[src/rtl/pa_pkg.sv]
package pa_pkg;
    localparam int unsigned PA_NPORTS = 4;
    localparam int unsigned PA_NDEST  = 4;
    localparam int unsigned PA_SLOT_W = 10;
    localparam int unsigned PA_IDX_W  = 6;
    localparam int unsigned PA_COOL   = 500;

    typedef enum logic [1:0] {
        PM_IDLE    = 2'd0,
        PM_STORE   = 2'd1,
        PM_HUBDROP = 2'd2,
        PM_DROP    = 2'd3
    } port_mode_e;
endpackage

[src/rtl/pa_lowest_arb.sv]
module pa_lowest_arb #(
    parameter int unsigned N = 4
) (
    input  logic [N-1:0] req,
    output logic [N-1:0] gnt
);
    logic [N-1:0] gnt_d;

    always_comb begin
        gnt_d = '0;
        for (int i = N - 1; i >= 0; i--) begin
            if (req[i]) begin
                gnt_d    = '0;
                gnt_d[i] = 1'b1;
            end
        end
    end

    assign gnt = gnt_d;
endmodule

[src/rtl/pa_full_order.sv]
module pa_full_order #(
    parameter int unsigned NDEST = 4
) (
    input  logic             clk,
    input  logic             rst,
    input  logic [NDEST-1:0] q_full,
    input  logic             mem_empty,
    output logic [NDEST-1:0] dest_first
);
    logic [NDEST-1:0] first_d, first_q;

    // A queue counts as "first" if it was full during any cycle with free slots left.
    always_comb begin
        first_d = q_full & (first_q | {NDEST{~mem_empty}});
    end

    always_ff @(posedge clk) begin
        if (rst) first_q <= '0;
        else     first_q <= first_d;
    end

    assign dest_first = first_q;
endmodule

[src/rtl/pa_port_ctrl.sv]
module pa_port_ctrl
    import pa_pkg::*;
#(
    parameter int unsigned NDEST  = 4,
    parameter int unsigned SLOT_W = 10,
    parameter int unsigned IDX_W  = 6,
    parameter int unsigned COOL   = 500,
    parameter int unsigned DEST_W = 2
) (
    input  logic              clk,
    input  logic              rst,
    input  logic              bvld,
    input  logic [IDX_W-1:0]  bidx,
    input  logic [DEST_W-1:0] bdest,
    input  logic              free_empty,
    input  logic [SLOT_W-1:0] free_slot,
    input  logic              grant,
    input  logic [NDEST-1:0]  q_full,
    input  logic [NDEST-1:0]  dest_first,
    output logic              req,
    output logic              rdy,
    output logic              dropping,
    output logic              enq_vld,
    output logic [DEST_W-1:0] enq_dest,
    output logic [SLOT_W-1:0] enq_slot
);
    localparam int unsigned COOL_W = $clog2(COOL + 1);
    localparam logic [IDX_W-1:0] LAST_IDX = {IDX_W{1'b1}};

    typedef struct packed {
        port_mode_e        mode;
        logic              reuse;
        logic [SLOT_W-1:0] slot;
        logic [DEST_W-1:0] dest;
        logic [COOL_W-1:0] cool;
        logic              enq;
    } port_state_t;

    port_state_t st_d, st_q;
    logic start, last;

    assign start = bvld && (bidx == '0);
    assign last  = bvld && (bidx == LAST_IDX);
    assign rdy   = !free_empty || st_q.reuse;
    assign req   = start && (st_q.mode == PM_IDLE) && !st_q.reuse &&
                   (st_q.cool == '0) && !free_empty;

    always_comb begin
        st_d     = st_q;
        st_d.enq = 1'b0;
        if (st_q.cool != '0) st_d.cool = st_q.cool - 1'b1;
        unique case (st_q.mode)
            PM_IDLE: begin
                if (start) begin
                    st_d.dest = bdest;
                    if (st_q.reuse) begin
                        st_d.mode  = PM_STORE;
                        st_d.reuse = 1'b0;
                    end else if (grant) begin
                        st_d.mode = PM_STORE;
                        st_d.slot = free_slot;
                        st_d.cool = COOL_W'(COOL);
                    end else if (free_empty && q_full[bdest] && dest_first[bdest]) begin
                        st_d.mode = PM_HUBDROP;
                    end else begin
                        st_d.mode = PM_DROP;
                    end
                end
            end
            PM_STORE: begin
                if (last) begin
                    st_d.mode = PM_IDLE;
                    if (q_full[st_q.dest]) st_d.reuse = 1'b1;
                    else                   st_d.enq   = 1'b1;
                end
            end
            PM_HUBDROP: begin
                if (last) st_d.mode = PM_IDLE;
            end
            PM_DROP: begin
                if (last && rdy) st_d.mode = PM_IDLE;
            end
            default: st_d.mode = PM_IDLE;
        endcase
    end

    always_ff @(posedge clk) begin
        if (rst) st_q <= '0;
        else     st_q <= st_d;
    end

    assign dropping = (st_q.mode == PM_DROP);
    assign enq_vld  = st_q.enq;
    assign enq_dest = st_q.dest;
    assign enq_slot = st_q.slot;
endmodule

[src/rtl/pkt_admit_ctrl.sv]
module pkt_admit_ctrl
    import pa_pkg::*;
#(
    parameter int unsigned NPORTS = PA_NPORTS,
    parameter int unsigned NDEST  = PA_NDEST,
    parameter int unsigned SLOT_W = PA_SLOT_W,
    parameter int unsigned IDX_W  = PA_IDX_W,
    parameter int unsigned COOL   = PA_COOL
) (
    input  logic                     clk,
    input  logic                     rst,
    input  logic [NPORTS-1:0]        in_vld,
    input  logic [NPORTS*IDX_W-1:0]  in_idx,
    input  logic [NPORTS*((NDEST > 1) ? $clog2(NDEST) : 1)-1:0] in_dest,
    input  logic                     free_empty,
    input  logic [SLOT_W-1:0]        free_slot,
    output logic                     free_pop,
    input  logic [NDEST-1:0]         q_full,
    output logic [NPORTS-1:0]        port_rdy,
    output logic [NPORTS-1:0]        port_dropping,
    output logic [NPORTS-1:0]        enq_vld,
    output logic [NPORTS*((NDEST > 1) ? $clog2(NDEST) : 1)-1:0] enq_dest,
    output logic [NPORTS*SLOT_W-1:0] enq_slot
);
    localparam int unsigned DEST_W = (NDEST > 1) ? $clog2(NDEST) : 1;

    logic [NPORTS-1:0] req, gnt;
    logic [NDEST-1:0]  dest_first;

    pa_full_order #(.NDEST(NDEST)) u_order (
        .clk       (clk),
        .rst       (rst),
        .q_full    (q_full),
        .mem_empty (free_empty),
        .dest_first(dest_first)
    );

    pa_lowest_arb #(.N(NPORTS)) u_arb (
        .req(req),
        .gnt(gnt)
    );

    assign free_pop = |gnt;

    for (genvar p = 0; p < NPORTS; p++) begin : g_port
        pa_port_ctrl #(
            .NDEST (NDEST),
            .SLOT_W(SLOT_W),
            .IDX_W (IDX_W),
            .COOL  (COOL),
            .DEST_W(DEST_W)
        ) u_port (
            .clk       (clk),
            .rst       (rst),
            .bvld      (in_vld[p]),
            .bidx      (in_idx[p*IDX_W +: IDX_W]),
            .bdest     (in_dest[p*DEST_W +: DEST_W]),
            .free_empty(free_empty),
            .free_slot (free_slot),
            .grant     (gnt[p]),
            .q_full    (q_full),
            .dest_first(dest_first),
            .req       (req[p]),
            .rdy       (port_rdy[p]),
            .dropping  (port_dropping[p]),
            .enq_vld   (enq_vld[p]),
            .enq_dest  (enq_dest[p*DEST_W +: DEST_W]),
            .enq_slot  (enq_slot[p*SLOT_W +: SLOT_W])
        );
    end
endmodule

[config.mk]
export PLATFORM = sky130hd
export DESIGN_NAME = pkt_admit_ctrl
export DESIGN_NICKNAME = d
export VERILOG_FILES = /design/src/rtl/pa_pkg.sv /design/src/rtl/pa_lowest_arb.sv /design/src/rtl/pa_full_order.sv /design/src/rtl/pa_port_ctrl.sv /design/src/rtl/pkt_admit_ctrl.sv
export SDC_FILE = /design/constraint.sdc
export NUM_CORES = 1
export LEC_CHECK = 0
export ABC_AREA = 1
export BUFFER_PORTS_ARGS = -buffer_cell sky130_fd_sc_hd__buf_4
export CORE_MARGIN = 2
export CORE_UTILIZATION = 55
export DETAILED_ROUTE_END_ITERATION = 7
export PLACE_DENSITY = 0.8
export SYNTH_ARGS = -nofsm -noshare
export SYNTH_HDL_FRONTEND = slang
export SYNTH_SLANG_ARGS = --single-unit
[constraint.sdc]
create_clock -name clk -period 2.3 [get_ports clk]
set_input_delay 0.46 -clock clk [delete_from_list [all_inputs] [get_ports clk]]
set_output_delay 0.46 -clock clk [all_outputs]
set_load 0.03 [all_outputs]
==> out/results.md <==
| Metric | Value |
|---|---|
| Cells after Synth | 798 |
| Origin of the worst setup path | g_port[3].u_port.st_q[2]$_SDFF_PP0_ |
| Critical register-to-register path startpoint | g_port[0].u_port.st_q[1]$_SDFF_PP0_ |
| Number of buffers inserted during clock tree synthesis | 9 |
| Antenna violations before repair | 0 |
| Post-route DRC violation count | 0 |
| Overall die width | 104 um |
| Height of the chip | 104 um |
| Relative area change from synthesis to final layout | 15.0% |
| Core Box Area | 9770 um2 |
| Slack of the critical path | 0.0739 ns |
| Routed WL per cell | 13.2 um |
| Portion of the post-synthesis area used by sequential elements | 37.5% |
| Global-route wire length before repair | 22000 um |
| Source of the worst hold timing path | free_slot[0] |
| Total wire length after detailed routing | 13200 um |
| DIE AREA | 10900 um2 |
| # H-tree levels | 3 |
| Worst supply voltage drop on vdd | 0.000406 V |
| Post-route clock skew | 0.0137 ns |
| Crit path time final | 2.23 ns |
| Switching Share | 38.1% |
| Number of library cell types mapped by synthesis | 39 |
| Worst hold slack across all endpoints | 0.316 ns |
| Maximum number of pins on one net before global-route repair | 59 |
| Worst path required time | 1.84 ns |
| Cell Area, Synth | 5550 um2 |
| Power density over the cells | 827 nW/um2 |
| LEAKAGE | 3.02 nW |
| Vias in the first global route | 4925 |
| Worst Hold Class | in -> reg |
| Post-detailed-route count of antenna-violating nets | 0 |
| Non-filler cells, final | 995 |
| Warnings, synthesis | 0 |
| Effective utilization at floorplan | 56.8% |
| Most frequent standard cell in the layout excluding fill and tap cells | nor2_1 |
| Via/cell ratio | 5.16 |
| Iter 0 DRT Violations | 265 |
| Utilization after layout | 65.3% |
| Highest fanout seen on the critical path | 3 |
| Post-synthesis sequential element count | 104 |
| Total gr overflow | 0 |
| Power spent charging and discharging nets | 2.01 mW |
| Period Utilization, post-route | 96.8% |
| Total global routing track utilization | 24.3% |
| Avg Synthesized Cell Area | 6.96 um2 |
| Type of the worst setup path | reg -> out |
| Combinational fraction of design power | 37.5% |
| HPWL Detailed | 9530 um |
| Standard-cell row count | 36 |
| P_int | 3.27 mW |
| Sequential Power Share | 41.6% |
| Crit. End Element | output port |
| Share of power burned in the clock network | 21.0% |
| Top Ports | 114 |
| Number of nets produced by synthesis | 855 |
| Count of placed standard cells including taps | 973 |
| Actual slew at the worst max-slew pin | 0.554 ns |
| Final Slew Violations | 0 |
| CTS hold repair buffers | 0 |
| Setup-violating endpoint count in the final report | 0 |
| Master cell of the clock root buffer | clkbuf_8 |
| Kind of launch point of the worst setup path | flop |
| Number of buffer cells added on primary ports | 113 |
| Final net count | 914 |
| Commonest non-fill, non-tap cells in the layout | nor2_1 (133), buf_4 (125), nand2_1 (114) |
| Run status | finished, final reports clean |
| Via count of the routed design | 5135 |
| Fraction of final layout cells sized beyond drive strength 1 | 22.3% |
| Number of endpoints with negative hold slack in the final report | 0 |
| Fmax | 449 MHz |
| Relative slew slack | 63.1% |
| Clk buf depth | 2 |
| Clock insertion delay at the later pin of the skew report | 0.38 ns |
| Length of the first detailed-routing pass in iterations | 7 |
| TritonCTS clock tree | built |
| Global placement routability congestion | 0.865 |
| Setup tns final | 0 ns |
| Number of antenna repair diodes | 0 |
| Number of maximum-capacitance constraint violations | 0 |
| Worst-case setup slack after placement | 0.161 ns |
| Clock transition at the register clock pins on the worst setup and hold paths after CTS | 0.11 ns |
| WP data arrival | 1.77 ns |
| # clock sinks | 104 |
[metrics by stage]
stage | total power, mW | instance area, um2
2_1_floorplan | 3.58 | 5550
4_1_cts | 5.17 | 6320
3_3_place_gp | 3.87 | 6060
3_5_place_dp | 3.99 | 6060
5_1_grt | 5.65 | 6380
6_report | 5.28 | 6380
[kinds of logic (layout without fill, tap and decap cells)]
kind of cell,after synthesis,count (layout),synth area share (%)
simple gates,351,351,28.7
buf+inv,180,244,17.0
compound gates,142,142,13.2
flops,104,104,37.5
xor+xnor,17,17,2.68
fa+ha+maj,4,4,0.901
[worst paths after layout]
check                                                            endpoint  slack, ns  cells after the start
worst max-delay path                                             free_pop       0.07                      9
worst min-delay path            g_port[2].u_port.enq_slot[0]$_SDFFE_PP0P_       0.32                      3
worst max register to register  g_port[1].u_port.enq_slot[3]$_SDFFE_PP0P_       0.39                     12
worst min register to register        g_port[2].u_port.st_q[9]$_SDFF_PP0_       0.49                      2
[flip-flops by register name (all words and copies together) (netlist names)]
signal and cells:
g_port.u_port.enq_dest 8, g_port.u_port.enq_slot 40, g_port.u_port.enq_vld 4, g_port.u_port.st_q 48, u_order.dest_first 4
[synth_stat cells]
cell	number	area [um2]
a211oi_1	2	15.0
a21boi_0	3	22.5
a21oi_1	71	355
a31oi_1	1	6.26
buf_12	1	20.0
buf_2	2	10.0
buf_4	61	458
buf_6	2	22.5
clkbuf_1	12	45.0
clkinv_1	1	3.75
clkinv_2	1	5.00
dfxtp_1	104	2080
ha_1	4	50.1
inv_1	97	364
inv_2	2	7.51
inv_4	1	6.26
nand2_1	115	432
nand2_2	2	12.5
nand2_4	3	33.8
nand3_1	40	200
nand3_2	1	10.0
nand3b_1	1	7.51
nand3b_4	1	20.0
nand4_1	13	81.3
nand4_4	1	21.3
nor2_1	137	514
nor2_2	14	87.6
nor2_4	2	22.5
nor2_8	1	20.0
nor3_1	13	65.1
nor3_2	3	30.0
nor3_4	1	16.3
nor3b_1	2	15.0
o211ai_1	4	30.0
o21ai_0	59	295
o21ai_1	2	10.0
or2_2	1	6.26
xnor2_1	2	17.5
xor2_1	15	131
[routing by layer]
layer	global-route usage, %	share of wire (%)	vias to the layer above
li1	-	-	2601
met1	30.0	43	2360
met2	42.6	50	144
met3	3.70	4.9	30
met4	9.17	2.0	0
met5	0	0	-
[power groups by stage]
stage	clock network (mW)	logic [mW]	registers, mW
finish	1.11	1.98	2.19
global route	1.19	2.24	2.22
floorplan	0	1.39	2.19
global placement	0	1.66	2.21
detailed placement	0	1.76	2.22
CTS	1.12	1.87	2.18
[area by class of cell]
type                            instances  area (um2)
Clock buffer                           10         138
Inverter                              102         387
Tap cell                              133         166
Sequential cell                       104        2080
Multi-Input combinational cell        514        2610
Timing Repair Buffer                  126         950
Fill cell                             869        3390
Clock inverter                          6        48.8
[timing repair]
item | CTS | global route
setup endpoints to repair | 1 | 1
pin swaps | 3 | 6
resized for setup | 10 | 13
gates cloned | 0 | 0
setup buffers | 5 | 1
[worst max-delay path, stage by stage (launching register included)]
cell and delay, ns:
dfxtp_2 0.35, inv_1 0.05, ha_2 0.17, inv_1 0.08, nor3_4 0.20, nand3b_4 0.11
clkinv_2 0.08, nand3_4 0.11, nand3_4 0.11, buf_6 0.13
Note: power is estimated with default switching activity, not from simulation.
